--- src/rtl/pxu_pkg.sv ---
package pxu_pkg;
  localparam int WORD_BITS = 32;
  localparam int BYTES     = WORD_BITS / 8;
  localparam int POS_BITS  = $clog2(WORD_BITS);
  localparam int IDX_BITS  = 8;
  localparam int RGB_BITS  = 24;
  localparam int RAW_BITS  = 24;

  typedef enum logic [2:0] {
    CF_INDEX,
    CF_5551,
    CF_565,
    CF_444,
    CF_888
  } cfmt_e;

  typedef struct packed {
    logic [2:0] lg;          // log2 of slot width
    cfmt_e      cf;
    logic       swap_rb;
    logic       be_byte;
    logic       rev_in_byte;
  } fmt_t;
endpackage

--- src/rtl/pxu_fmt_decode.sv ---
module pxu_fmt_decode
  import pxu_pkg::*;
#(
  parameter bit HAS_EXT = 1'b1
) (
  input  logic [2:0] code_i,
  input  logic       bgr_i,
  input  logic       be_byte_i,
  input  logic       be_pix_i,
  input  logic [1:0] mux_i,
  output fmt_t       fmt_o
);
  cfmt_e cf16;
  logic  sw16;

  generate
    if (HAS_EXT) begin : g_ext
      // layout comes straight from the code; board mux is not consulted
      logic unused_mux;
      assign unused_mux = ^mux_i;
      always_comb begin
        sw16 = bgr_i;
        case (code_i)
          3'd6:    cf16 = CF_565;
          3'd7:    cf16 = CF_444;
          default: cf16 = CF_5551;
        endcase
      end
    end else begin : g_base
      always_comb begin
        case (mux_i)
          2'd1: begin
            cf16 = CF_5551;
            sw16 = bgr_i;
          end
          2'd3: begin
            cf16 = CF_565;
            sw16 = 1'b1;
          end
          default: begin
            cf16 = CF_565;
            sw16 = bgr_i;
          end
        endcase
      end
    end
  endgenerate

  always_comb begin
    fmt_o.be_byte     = be_byte_i;
    fmt_o.rev_in_byte = be_byte_i | be_pix_i;
    fmt_o.swap_rb     = bgr_i;
    case (code_i)
      3'd0, 3'd1, 3'd2, 3'd3: begin
        fmt_o.lg = code_i;
        fmt_o.cf = CF_INDEX;
      end
      3'd5: begin
        fmt_o.lg = 3'd5;
        fmt_o.cf = CF_888;
      end
      default: begin
        fmt_o.lg      = 3'd4;
        fmt_o.cf      = cf16;
        fmt_o.swap_rb = sw16;
      end
    endcase
  end
endmodule

--- src/rtl/pxu_pixel_select.sv ---
module pxu_pixel_select
  import pxu_pkg::*;
(
  input  logic [WORD_BITS-1:0] word_i,
  input  logic [2:0]           lg_i,
  input  logic                 be_byte_i,
  input  logic                 rev_in_byte_i,
  input  logic [POS_BITS-1:0]  idx_i,
  output logic [RAW_BITS-1:0]  raw_o
);
  logic [WORD_BITS-1:0] swapped;
  logic [WORD_BITS-1:0] src;
  logic [POS_BITS-1:0]  lin;
  logic [POS_BITS-1:0]  pos;
  logic [3:0]           dsub;

  genvar b;
  generate
    for (b = 0; b < BYTES; b++) begin : g_swap
      assign swapped[8*b +: 8] = word_i[WORD_BITS-8-8*b +: 8];
    end
  endgenerate

  always_comb begin
    lin  = POS_BITS'(idx_i << lg_i);
    dsub = 4'(4'd1 << lg_i[1:0]);
    if (rev_in_byte_i && (lg_i < 3'd3)) begin
      // mirror the slot inside its byte
      pos = {lin[POS_BITS-1:3], 3'(4'd8 - dsub - {1'b0, lin[2:0]})};
    end else begin
      pos = lin;
    end
    src   = be_byte_i ? swapped : word_i;
    raw_o = RAW_BITS'(src >> pos);
  end
endmodule

--- src/rtl/pxu_color_expand.sv ---
module pxu_color_expand
  import pxu_pkg::*;
(
  input  logic [RAW_BITS-1:0] raw_i,
  input  cfmt_e               cf_i,
  input  logic                swap_i,
  input  logic [1:0]          lg_i,
  output logic                is_index_o,
  output logic [IDX_BITS-1:0] index_o,
  output logic [RGB_BITS-1:0] rgb_o
);
  logic [7:0] r, g, b;
  logic [3:0] dbits;
  logic [7:0] mask;

  always_comb begin
    dbits      = 4'(4'd1 << lg_i);
    mask       = 8'((9'd1 << dbits) - 9'd1);
    is_index_o = 1'b0;
    index_o    = '0;
    r          = '0;
    g          = '0;
    b          = '0;
    case (cf_i)
      CF_INDEX: begin
        is_index_o = 1'b1;
        index_o    = raw_i[7:0] & mask;
      end
      CF_5551: begin
        r = {raw_i[4:0],   3'b000};
        g = {raw_i[9:5],   3'b000};
        b = {raw_i[14:10], 3'b000};
      end
      CF_565: begin
        r = {raw_i[4:0],   3'b000};
        g = {raw_i[10:5],  2'b00};
        b = {raw_i[15:11], 3'b000};
      end
      CF_444: begin
        r = {raw_i[3:0],  4'b0000};
        g = {raw_i[7:4],  4'b0000};
        b = {raw_i[11:8], 4'b0000};
      end
      default: begin
        r = raw_i[7:0];
        g = raw_i[15:8];
        b = raw_i[23:16];
      end
    endcase
    rgb_o = swap_i ? {b, g, r} : {r, g, b};
  end
endmodule

--- src/rtl/pxu_line_bytes.sv ---
module pxu_line_bytes #(
  parameter int COL_W = 12
) (
  input  logic [2:0]       code_i,
  input  logic [COL_W-1:0] cols_i,
  output logic [COL_W+1:0] bytes_o
);
  localparam int OUT_W = COL_W + 2;
  logic [OUT_W-1:0] ext;

  always_comb begin
    ext = {2'b00, cols_i};
    case (code_i)
      3'd0:    bytes_o = ext >> 3;
      3'd1:    bytes_o = ext >> 2;
      3'd2:    bytes_o = ext >> 1;
      3'd3:    bytes_o = ext;
      3'd5:    bytes_o = ext << 2;
      default: bytes_o = ext << 1;
    endcase
  end
endmodule

--- src/rtl/pxu_unpacker.sv ---
module pxu_unpacker
  import pxu_pkg::*;
#(
  parameter bit HAS_EXT = 1'b1,
  parameter int COL_W   = 12
) (
  input  logic                 clk,
  input  logic                 rst_n,
  input  logic                 in_valid_i,
  output logic                 in_ready_o,
  input  logic [WORD_BITS-1:0] in_word_i,
  input  logic [2:0]           depth_i,
  input  logic                 bgr_i,
  input  logic                 be_byte_i,
  input  logic                 be_pix_i,
  input  logic [1:0]           mux_i,
  input  logic [COL_W-1:0]     cols_i,
  output logic [COL_W+1:0]     line_bytes_o,
  output logic                 pix_valid_o,
  output logic                 pix_is_index_o,
  output logic [IDX_BITS-1:0]  pix_index_o,
  output logic [RGB_BITS-1:0]  pix_rgb_o
);
  fmt_t                 fmt_now;
  fmt_t                 fmt_q;
  logic [WORD_BITS-1:0] word_q;
  logic                 busy_q;
  logic [POS_BITS-1:0]  idx_q;
  logic [POS_BITS-1:0]  idx_last;
  logic                 at_last;
  logic                 accept;
  logic [RAW_BITS-1:0]  raw;

  pxu_fmt_decode #(.HAS_EXT(HAS_EXT)) u_dec (
    .code_i    (depth_i),
    .bgr_i     (bgr_i),
    .be_byte_i (be_byte_i),
    .be_pix_i  (be_pix_i),
    .mux_i     (mux_i),
    .fmt_o     (fmt_now)
  );

  assign idx_last   = POS_BITS'((WORD_BITS - 1) >> fmt_q.lg);
  assign at_last    = busy_q && (idx_q == idx_last);
  assign in_ready_o = !busy_q || at_last;
  assign accept     = in_valid_i && in_ready_o;

  always_ff @(posedge clk) begin
    if (!rst_n) begin
      busy_q <= 1'b0;
      idx_q  <= '0;
      word_q <= '0;
      fmt_q  <= '0;
    end else if (accept) begin
      busy_q <= 1'b1;
      idx_q  <= '0;
      word_q <= in_word_i;
      fmt_q  <= fmt_now;
    end else if (at_last) begin
      busy_q <= 1'b0;
    end else if (busy_q) begin
      idx_q <= idx_q + 1'b1;
    end
  end

  pxu_pixel_select u_sel (
    .word_i        (word_q),
    .lg_i          (fmt_q.lg),
    .be_byte_i     (fmt_q.be_byte),
    .rev_in_byte_i (fmt_q.rev_in_byte),
    .idx_i         (idx_q),
    .raw_o         (raw)
  );

  pxu_color_expand u_exp (
    .raw_i      (raw),
    .cf_i       (fmt_q.cf),
    .swap_i     (fmt_q.swap_rb),
    .lg_i       (fmt_q.lg[1:0]),
    .is_index_o (pix_is_index_o),
    .index_o    (pix_index_o),
    .rgb_o      (pix_rgb_o)
  );

  pxu_line_bytes #(.COL_W(COL_W)) u_lb (
    .code_i  (depth_i),
    .cols_i  (cols_i),
    .bytes_o (line_bytes_o)
  );

  assign pix_valid_o = busy_q;
endmodule

--- config.mk ---
export PLATFORM = sky130hd
export DESIGN_NAME = pxu_unpacker
export DESIGN_NICKNAME = d
export VERILOG_FILES = /design/src/rtl/pxu_pkg.sv /design/src/rtl/pxu_fmt_decode.sv /design/src/rtl/pxu_pixel_select.sv /design/src/rtl/pxu_color_expand.sv /design/src/rtl/pxu_line_bytes.sv /design/src/rtl/pxu_unpacker.sv
export SDC_FILE = /design/constraint.sdc
export NUM_CORES = 1
export LEC_CHECK = 0
export BUFFER_PORTS_ARGS = -buffer_cell sky130_fd_sc_hd__buf_2
export CAP_MARGIN = 15
export CORE_MARGIN = 2
export CORE_UTILIZATION = 58
export CTS_CLUSTER_DIAMETER = 80
export DETAILED_ROUTE_END_ITERATION = 6
export GPL_TIMING_DRIVEN = 0
export PLACE_DENSITY_LB_ADDON = 0.2
export RECOVER_POWER = 50
export SYNTH_ARGS = -nofsm -noshare
export SYNTH_HDL_FRONTEND = slang
export SYNTH_SLANG_ARGS = --single-unit
--- constraint.sdc ---
create_clock -name clk -period 5.3 [get_ports clk]
set_input_delay 0.265 -clock clk [delete_from_list [all_inputs] [get_ports clk]]
set_output_delay 0.265 -clock clk [all_outputs]
set_load 0.02 [all_outputs]
* Yosys cells after proc, flatten, opt, wreduce, memory -nomap -nowiden
Index checks and enable logic that the tools add are counted.
Widths: inputs -> output; s select.
** Storage, ports and cells
- Output and inout port bits :: 49
- Register bits after elaboration :: 47
- Logic and storage cells :: 57
** Cells by class
- $lt $le $gt $ge :: 1
- Eq/ne operators :: 10
- Reductions and logical operators :: 12
- Add/subtract/negate cells :: 4
- Multiplexer cells :: 13
- Bitwise gates (word level) :: 4
- Shift-type cells :: 5
** Operator list (count)
- $pmux 14 s5 :: 1
- $pmux 8 s4 :: 2
- $mux 32 :: 1
- $shr 32x5->24 :: 1
- $mux 24 :: 1
- $pmux 8 s3 :: 1
- $eq 3x2->1 const B :: 4
- $pmux 6 s2 :: 1
- $eq 3x3->1 const B :: 3
- $and 8x8->8 :: 1
- $mux 8 :: 1
- $shl 1x4->8 const A :: 1
- $sub 8x1->8 const B :: 1
- $eq 3x1->1 const B :: 2
- $logic_not 3->1 :: 2
- $add 5x1->5 const B :: 1
- $eq 5x5->1 :: 1
- $shl 5x3->5 :: 1
- $shr 5x3->5 const A :: 1
- $pmux 2 s2 :: 1
- $reduce_or 2->1 :: 2
- $reduce_or 4->1 :: 1
- $shl 1x2->4 const A :: 1
- $logic_and 1x1->1 :: 3
- other kinds (11) :: 14

* Longest topological paths before layout
Gate-level depths: netlist (run 1).
- Depth after elaboration :: 7
- Mapped depth :: 18

* By module
A second synthesis (run 1) with hierarchy kept.
** Unflattened totals
- Cells, all modules :: 744
- Area, all modules :: 5984.5 sq um
** Modules (own cells, without submodules)
- pxu_pixel_select :: area an instance 2462.4 sq um, times used 1, cells each 299, seq. area each 0.0 sq um
- pxu_unpacker :: area an instance 1918.1 sq um, times used 1, cells each 230, seq. area each 940.9 sq um
- pxu_color_expand :: area an instance 854.6 sq um, times used 1, cells each 110, seq. area each 0.0 sq um
- pxu_line_bytes :: area an instance 683.2 sq um, times used 1, cells each 94, seq. area each 0.0 sq um
- pxu_fmt_decode :: area an instance 66.3 sq um, times used 1, cells each 11, seq. area each 0.0 sq um

* Worst setup path after synthesis (run 1)
No wires, ideal clock.
- Path kind :: register to output
- Start point :: register fmt_q[8] (netlist bit)
- End point :: output pix_rgb_o[12]
- Data arrival time :: 3.967 ns
- Path slack :: 1.068 ns
- Stages on the path, launching flop included :: 18
- Data required time :: 5.035 ns
- Cells stage by stage :: dfxtp_1 -> buf_2 -> clkbuf_1 -> clkbuf_1 -> nor3_1 -> ha_1 -> inv_1 -> ha_1 -> xnor2_1 -> mux2i_1 -> xor2_1 -> nand2_1 -> buf_2 -> mux2i_1 -> o22ai_1 -> a21oi_2 -> a21oi_1 -> o21ai_0
** On the way
- Longest elaborated chain between the ends :: 6
** Ends and longest elaborated chain
- from (decl) :: line pxu_unpacker.sv:25 : fmt_t fmt_q;
- from (signal assigned) :: line pxu_unpacker.sv:58 : fmt_q <= fmt_now;
- $shl 5x3->5 / $lt 3x2->1 (equally long branches) :: line pxu_pixel_select.sv:25, pxu_pixel_select.sv:27
- $sub 3x3->3 / $logic_and 1x1->1 (equally long branches) :: line pxu_pixel_select.sv:29, pxu_pixel_select.sv:27
- $mux 3 :: line pxu_pixel_select.sv:27 : if (rev_in_byte_i && (lg_i < 3'd3)) begin
- $shr 32x5->24 (*) :: line pxu_pixel_select.sv:34 : raw_o = RAW_BITS'(src >> pos);
- $pmux 8 s4 (*) :: line pxu_color_expand.sv:24 : case (cf_i)
- $mux 24 (*) :: line pxu_color_expand.sv:50 : rgb_o = swap_i ? {b, g, r} : {r, g, b};
- to (decl) :: line pxu_unpacker.sv:22 : output logic [RGB_BITS-1:0] pix_rgb_o
Mark *: on every way between the ends. The rest lies on a longest branch, timed or not.

* Final worst setup path (run 1)
- Start point :: register fmt_q[7] (netlist bit)
- End point :: output pix_rgb_o[16]
** On the way
- Longest elaborated chain between the ends :: 7
** Ends and longest elaborated chain
- $shl 1x2->4 :: line pxu_pixel_select.sv:26 : dsub = 4'(4'd1 << lg_i[1:0]);
- $sub 1x3->3 :: line pxu_pixel_select.sv:29 : pos = {lin[POS_BITS-1:3], 3'(4'd8 - dsub - {1'b0, lin[2:0]})};
- $sub 3x3->3 :: line pxu_pixel_select.sv:29
- $mux 3 :: line pxu_pixel_select.sv:27
- $shr 32x5->24 (*) :: line pxu_pixel_select.sv:34
- $pmux 8 s4 / $pmux 8 s3 (equally long branches) :: line pxu_color_expand.sv:24
- $mux 24 (*) :: line pxu_color_expand.sv:50
Marks and branches as above.

==> results.md, run 1 <==
* Gr ovfl total at 0
* Mapped Nets at 823
* H-Tree Depth at 2
* Routability-driven placement congestion ratio at 1.07
* Clock transition at the registers of the reported paths at 0.10 ns
* Top fanout value on the critical path at 10
* Routed Antenna Nets at 0
* Clock sink count at 47
* Post-synth EDFFs at 0
* Final Cycle Share at 0.950
* DR pass1 iterations at 7
* Avg Vias per Cell at 6.77
* Sequential share of the synthesized area at 0.159
* Starting Density at 0.601
* P&R area growth vs syn at 13.1%
* CP Data Required Time at 5.04 ns
* Worst hold path class: in -> reg
* Root Buffer: clkbuf_8
* Max-slew violation count at 0
* Setup crit end kind: output port
* DR vias at 6767
* Wire per inst at 20.6 µm
* Leakage at 0.00269 µW
* Fill cells at 841
* IO Count at 104
* Number of library cell types mapped by synthesis at 70
* Yosys top cell by area: dfxtp_1
* Post-DP Area at 0.00659 mm²
* Worst vdd rail ir drop at 0.206 mV
* Initial antenna violation count at 0
* CTS tree: yes
* Commonest non-fill, non-tap cell in the layout: nand2_1
* Tmin final at 5.04 ns
* Status: complete, no violations
* Seq cells post-synth at 47
* Final Hold Fails at 0
* Global-route wire length before repair at 32900 µm
* Layout Nets at 927
* Worst Hold Depth at 3
* Clk buf depth at 2
* Die area at 0.0110 mm²
* GRT Total Usage at 0.372
* # port buffers at 99
* Final setup vio count at 0
* CTS buffer count at 5
* Startpoint types: register
* MaxCap Viol Count at 0
* Post-DP HPWL at 16400 µm
* Post-synth top flop: dfxtp_1
* Relative max-transition margin at 0.343
* Worst skew pair latency at 0.32 ns
* Skew final at 0.0105 ns
* Worst slack, placed at -0.325 ns
* Final WL at 20600 µm
* Gate Count Post-Synth at 762
* Core area at 0.00986 mm²
* Final setup margin at 0.264 ns
* Synth area leaders: dfxtp_1, mux4_2, mux2i_1
* Share of layout cells above drive strength 1 at 0.202
* Most frequent cells in the layout: nand2_1, buf_2, mux2i_1
* Share of Yosys cell area claimed by the top area cell type at 0.159
* Final Cell Area at 0.00670 mm²
* Post-synthesis async set-or-reset flop share at 0
* Die height at 105 µm
* Critical path data arrival time at 4.77 ns
* Mean post-synth cell area at 7.78 µm²
* Crit Path Category: reg -> out
* Synthesized cell area at 0.00593 mm²
* Die X at 105 µm
* Ys Warns at 0
* Worst Max-Slew Pin Slew at 0.975 ns
* FMAX at 199 MHz
* R2R cell count at 12
* Largest net degree at the start of global routing at 20
* Row cnt at 36
* Initial drt markers at 521
* Pwr dens at 193 mW/mm²
* DRC viols at 0
* Antenna Cells at 0
* Vias in the first global route at 6195
[state kept, by name (all words and copies together), names as in the netlist]
register / flops
fmt_q: 9
idx_q: 5
pix_valid_o: 1
word_q: 32
[layout make-up]
type,count,area [µm²],share of cell area
buffer,68,317,0.0472
tap,133,166,0.0248
timing repair buffer,99,475,0.0709
clock inverter,3,47.5,0.00709
multi-input combinational,634,4650,0.693
sequential,47,941,0.140
clock buffer,5,68.8,0.0103
inverter,11,41.3,0.00616
[timing repair]
action | in CTS | in global routing
endpoints found under the setup margin | 18 | 14
resized for setup | 2 | 6
hold buffers | 0 | 0
buffers inserted | 0 | 0
[power breakdown]
| part | total (µW) | internal (µW) | leakage, µW | switching [µW] |
|---|---|---|---|---|
| Combinational | 626 | 238 | 0.00225 | 388 |
| Sequential | 393 | 371 | 0.000385 | 22.0 |
| Clock | 276 | 143 | 0.0000587 | 133 |
| Total | 1300 | 752 | 0.00269 | 543 |
[cell usage after synthesis (all sizes together) (5+ instances only)]
cell and number:
nand4 6, a211oi 16, or2 5, inv 11
nor2b 6, and3 5, o211ai 12, xnor2 5
ha 6, o21ai 35, clkbuf 46, nand3 35
xor2 5, a31oi 12, o31ai 6, dfxtp 47
o22ai 8, mux2 10, mux4 35, nand2 141
nor2 53, buf 24, mux2i 64, o221ai 5
nand2b 8, a32oi 5, a21oi 27, a22oi 12
nor3 13, a21boi 44, and2 7, a221oi 9
[layer usage]
layer  vias up  GRT usage  wire length [µm]  share of wire
met5         -          0                 0              0
met4         0      0.193              1130          0.055
met3        83     0.0536              1970          0.096
met2       470      0.601              9340           0.45
met1      3142      0.481              8120           0.39
li1       3072          -                 -              -
[final timing paths]
kind / from / end / slack [ns]
max: fmt_q[7] / pix_rgb_o[16] / 0.26
min: in_word_i[21] / word_q[21] / 0.19
max reg2reg: fmt_q[7] / fmt_q[5] / 1.83
min reg2reg: word_q[0] / word_q[0] / 0.52
[metrics by stage]
| stage | instances | util | hold slack [ns] | total power [µW] | setup TNS (ns) |
|---|---|---|---|---|---|
| finish | 1000 | 0.680 | 0.188 | 1300 | 0 |
| global route | 1000 | 0.680 | 0.203 | 1350 | -0.00937 |
| CTS | 1001 | 0.680 | 0.184 | 1280 | 0 |
| detailed placement | 994 | 0.668 | 0.505 | 1010 | -0.610 |
| global placement | 994 | 0.668 | 0.478 | 998 | -0.449 |
| floorplan | 762 | - | 0.404 | 833 | 0 |
[logic make-up after synthesis]
| logic type | synth area share |
|---|---|
| and+or+nand+nor | 0.223 |
| DFF | 0.159 |
| muxes | 0.264 |
| xor gates and xnor gates | 0.0179 |
| adders and majority gates | 0.0127 |
| buffers and inverters | 0.0608 |
| AOI/OAI and AO/OA | 0.263 |
[worst max-delay path: stages, from the launching register on]
cell and delay (ns):
dfxtp_1 0.34, buf_4 0.17, buf_2 0.19, nor3b_1 0.29, nand2_1 0.12, ha_1 0.22
ha_1 0.20, xnor2_1 0.18, mux2i_1 0.32, xor2_1 0.37, clkbuf_1 0.49, nand3_1 0.14
a32oi_1 0.37, mux2i_1 0.23, mux2i_1 0.31, nand2_1 0.12, o21ai_0 0.20, buf_2 0.20
Note: power is estimated with default switching activity, not from simulation.
==> inputs of run 2 (changes only) <==
==> constraint.sdc (replaced) <==
create_clock -name clk -period 5.2 [get_ports clk]
set_input_delay 0.26 -clock clk [delete_from_list [all_inputs] [get_ports clk]]
set_output_delay 0.26 -clock clk [all_outputs]
set_load 0.02 [all_outputs]
==> run 2 against run 1 <==
- combinational power increased by 5.1%
- worst setup slack got worse by 0.16 ns
- non-clock buffer count increased by 4
- clock-buffer cell count unchanged
- worst hold slack got worse by 0.0014 ns
- sequential share of layout area decreased by 0.22 points
- design area increased by 1.6%
- sequential power increased by 2%
- clock skew decreased by 0.0028 ns
- total power increased by 3.4%
- register-to-register slack got worse by 0.24 ns
- critical path depth unchanged
- critical endpoint is now pix_rgb_o[20]
- largest power group unchanged
==> results.md, run 2 (synthesis results as in run 1) <==
* Worst Max-Slew Pin Slew at 1.02 ns
* Top sig layer: met4
* Initial antenna violation count at 0
* Clock sink count at 47
* Routed Antenna Nets at 0
* DRC viols at 0
* Final WL at 20800 µm
* Worst vdd rail ir drop at 0.211 mV
* H-Tree Depth at 2
* Wire per inst at 20.7 µm
* Row cnt at 36
* Final setup vio count at 0
* Sw frac at 0.419
* Clock transition at the registers of the reported paths at 0.10 ns
* Clock share of power at 0.209
* # port buffers at 99
* # hold bufs at CTS at 0
* Initial drt markers at 594
* Met2 WL post-DR at 9530 µm
* Status: complete, no violations
* Layout Nets at 931
* Routability-driven placement congestion ratio at 1.07
* Top fanout value on the critical path at 10
* Comb pwr share at 0.491
* Post-DP HPWL at 16400 µm
* Final Util at 0.690
* P&R area growth vs syn at 14.9%
* DR vias at 6740
* Pwr dens at 197 mW/mm²
* Die height at 105 µm
* Max-slew violation count at 0
* Max reg flops at 32
* CTS buffer count at 5
* Largest net degree at the start of global routing at 17
* Global-route wire length before repair at 32800 µm
* Setup crit end kind: output port
* Internal cell power at 778 µW
* Clk buf depth at 2
* Commonest non-fill, non-tap cell in the layout: nand2_1
* Avg Vias per Cell at 6.71
* Most frequent cells in the layout: nand2_1, buf_2, mux2i_1
* Gr ovfl total at 0
* Worst path cell trace: buf_2 -> clkbuf_4 -> buf_2 -> nor3_1 -> ha_1 -> inv_1 -> ha_1 -> xnor2_1 -> mux2i_2 -> xor2_2 -> nand2_2 -> mux2_2 -> o21ai_0 -> o31ai_1 -> a2111oi_4 -> o22ai_1 -> buf_2
* Setup Total Neg Slack at 0 ns
* DR pass1 iterations at 5
* Critical path data arrival time at 4.84 ns
* Die X at 105 µm
* Worst Hold Depth at 3
* Final Cell Area at 0.00681 mm²
* Worst path most repeated cell: buf_2
* Vias in the first global route at 6225
* Final Hold Fails at 0
* Post-layout total power at 1340 µW
* IO Count at 104
* Post-DP Area at 0.00659 mm²
* Max incr delay on CP at 0.46 ns
* GRT Total Usage at 0.371
* Leakage at 0.00272 µW
* FMAX at 196 MHz
* Root Buffer: clkbuf_8
* Crit Path Category: reg -> out
* Worst skew pair latency at 0.31 ns
* Non-filler cells, final at 1004
* Sw Pwr at 561 µW
* Largest registers: word_q: 32 flops, fmt_q: 9 flops, idx_q: 5 flops
* Final Cycle Share at 0.981
* Slowest stage cell on the critical path: a2111oi_4
* Worst hold path class: in -> reg
* Starting Density at 0.601
* Met1 WL at 8120 µm
* Relative max-transition margin at 0.314
* CP Data Required Time at 4.94 ns
* MaxCap Viol Count at 0
* Antenna Cells at 0
* Share of layout cells above drive strength 1 at 0.218
* Dpl cells at 994
* Routed wl met3 at 2050 µm
* Skew final at 0.00767 ns
* Tmin final at 5.10 ns
* R2R cell count at 12
* Core area at 0.00986 mm²
* Largest register by flop count: word_q
* Sequential power share at 0.299
* Die area at 0.0110 mm²
* CTS tree: yes
* Startpoint types: register
-- run 2: changes by cell type in the layout (fill, tap and decap cells not counted), moves of 2 or more --
cell      change
a221oi_2      +2
mux2i_2       +2
clkbuf_1      -2
buf_4         +2
mux2i_1       -3
a221oi_1      -2
clkbuf_4      +3
-- run 2: metal layers --
layer,vias up,track usage
met5,-,0
met4,0,0.198
met3,87,0.0549
met2,476,0.601
met1,3101,0.477
li1,3076,-
-- run 2: power groups by stage --
stage / registers, µW / clock network [µW] / logic (µW)
after CTS: 400 / 284 / 624
after global placement: 406 / 0 / 610
final: 401 / 280 / 658
after floorplan: 400 / 0 / 449
after detailed placement: 408 / 0 / 619
after global routing: 404 / 296 / 700
-- run 2: final timing paths --
check | startpoint | to | slack [ns]
hold reg to reg | word_q[0] | word_q[0] | 0.52
setup / recovery | fmt_q[8] | pix_rgb_o[20] | 0.10
setup reg to reg | fmt_q[8] | fmt_q[5] | 1.59
hold / removal | in_word_i[21] | word_q[21] | 0.19
-- run 2: area by class of cell --
cell class / count / area [µm²]
multi-input combinational: 634 / 4720
fill: 828 / 3050
sequential: 47 / 941
timing repair buffer: 101 / 490
buffer: 70 / 335
tap: 133 / 166
clock buffer: 5 / 68.8
clock inverter: 3 / 47.5
inverter: 11 / 41.3
-- run 2: critical path, delay by kind of cell, from the launching register on --
| family | cells | cell delay [ns] |
|---|---|---|
| AO/OA/AOI/OAI | 4 | 1.18 |
| buffers and inverters | 5 | 0.99 |
| multiplexers | 2 | 0.74 |
| adder cells (fa/ha/maj) | 2 | 0.48 |
| XOR/XNOR | 2 | 0.48 |
| flip-flops | 1 | 0.33 |
| AND/OR/NAND/NOR | 2 | 0.31 |
-- run 2: per-stage QoR --
step / hold slack [ns] / setup slack [ns]
after floorplan: 0.399 / 0.973
after global placement: 0.478 / -0.346
after detailed placement: 0.505 / -0.420
after CTS: 0.179 / 0.0528
after global routing: 0.198 / -0.0359
final: 0.187 / 0.101
-- run 2: repair_timing --
item                       in CTS  in global routing
setup endpoints to repair      25                 25
resized for setup               6                 25
pin swaps                       0                  5
setup buffers                   0                  2
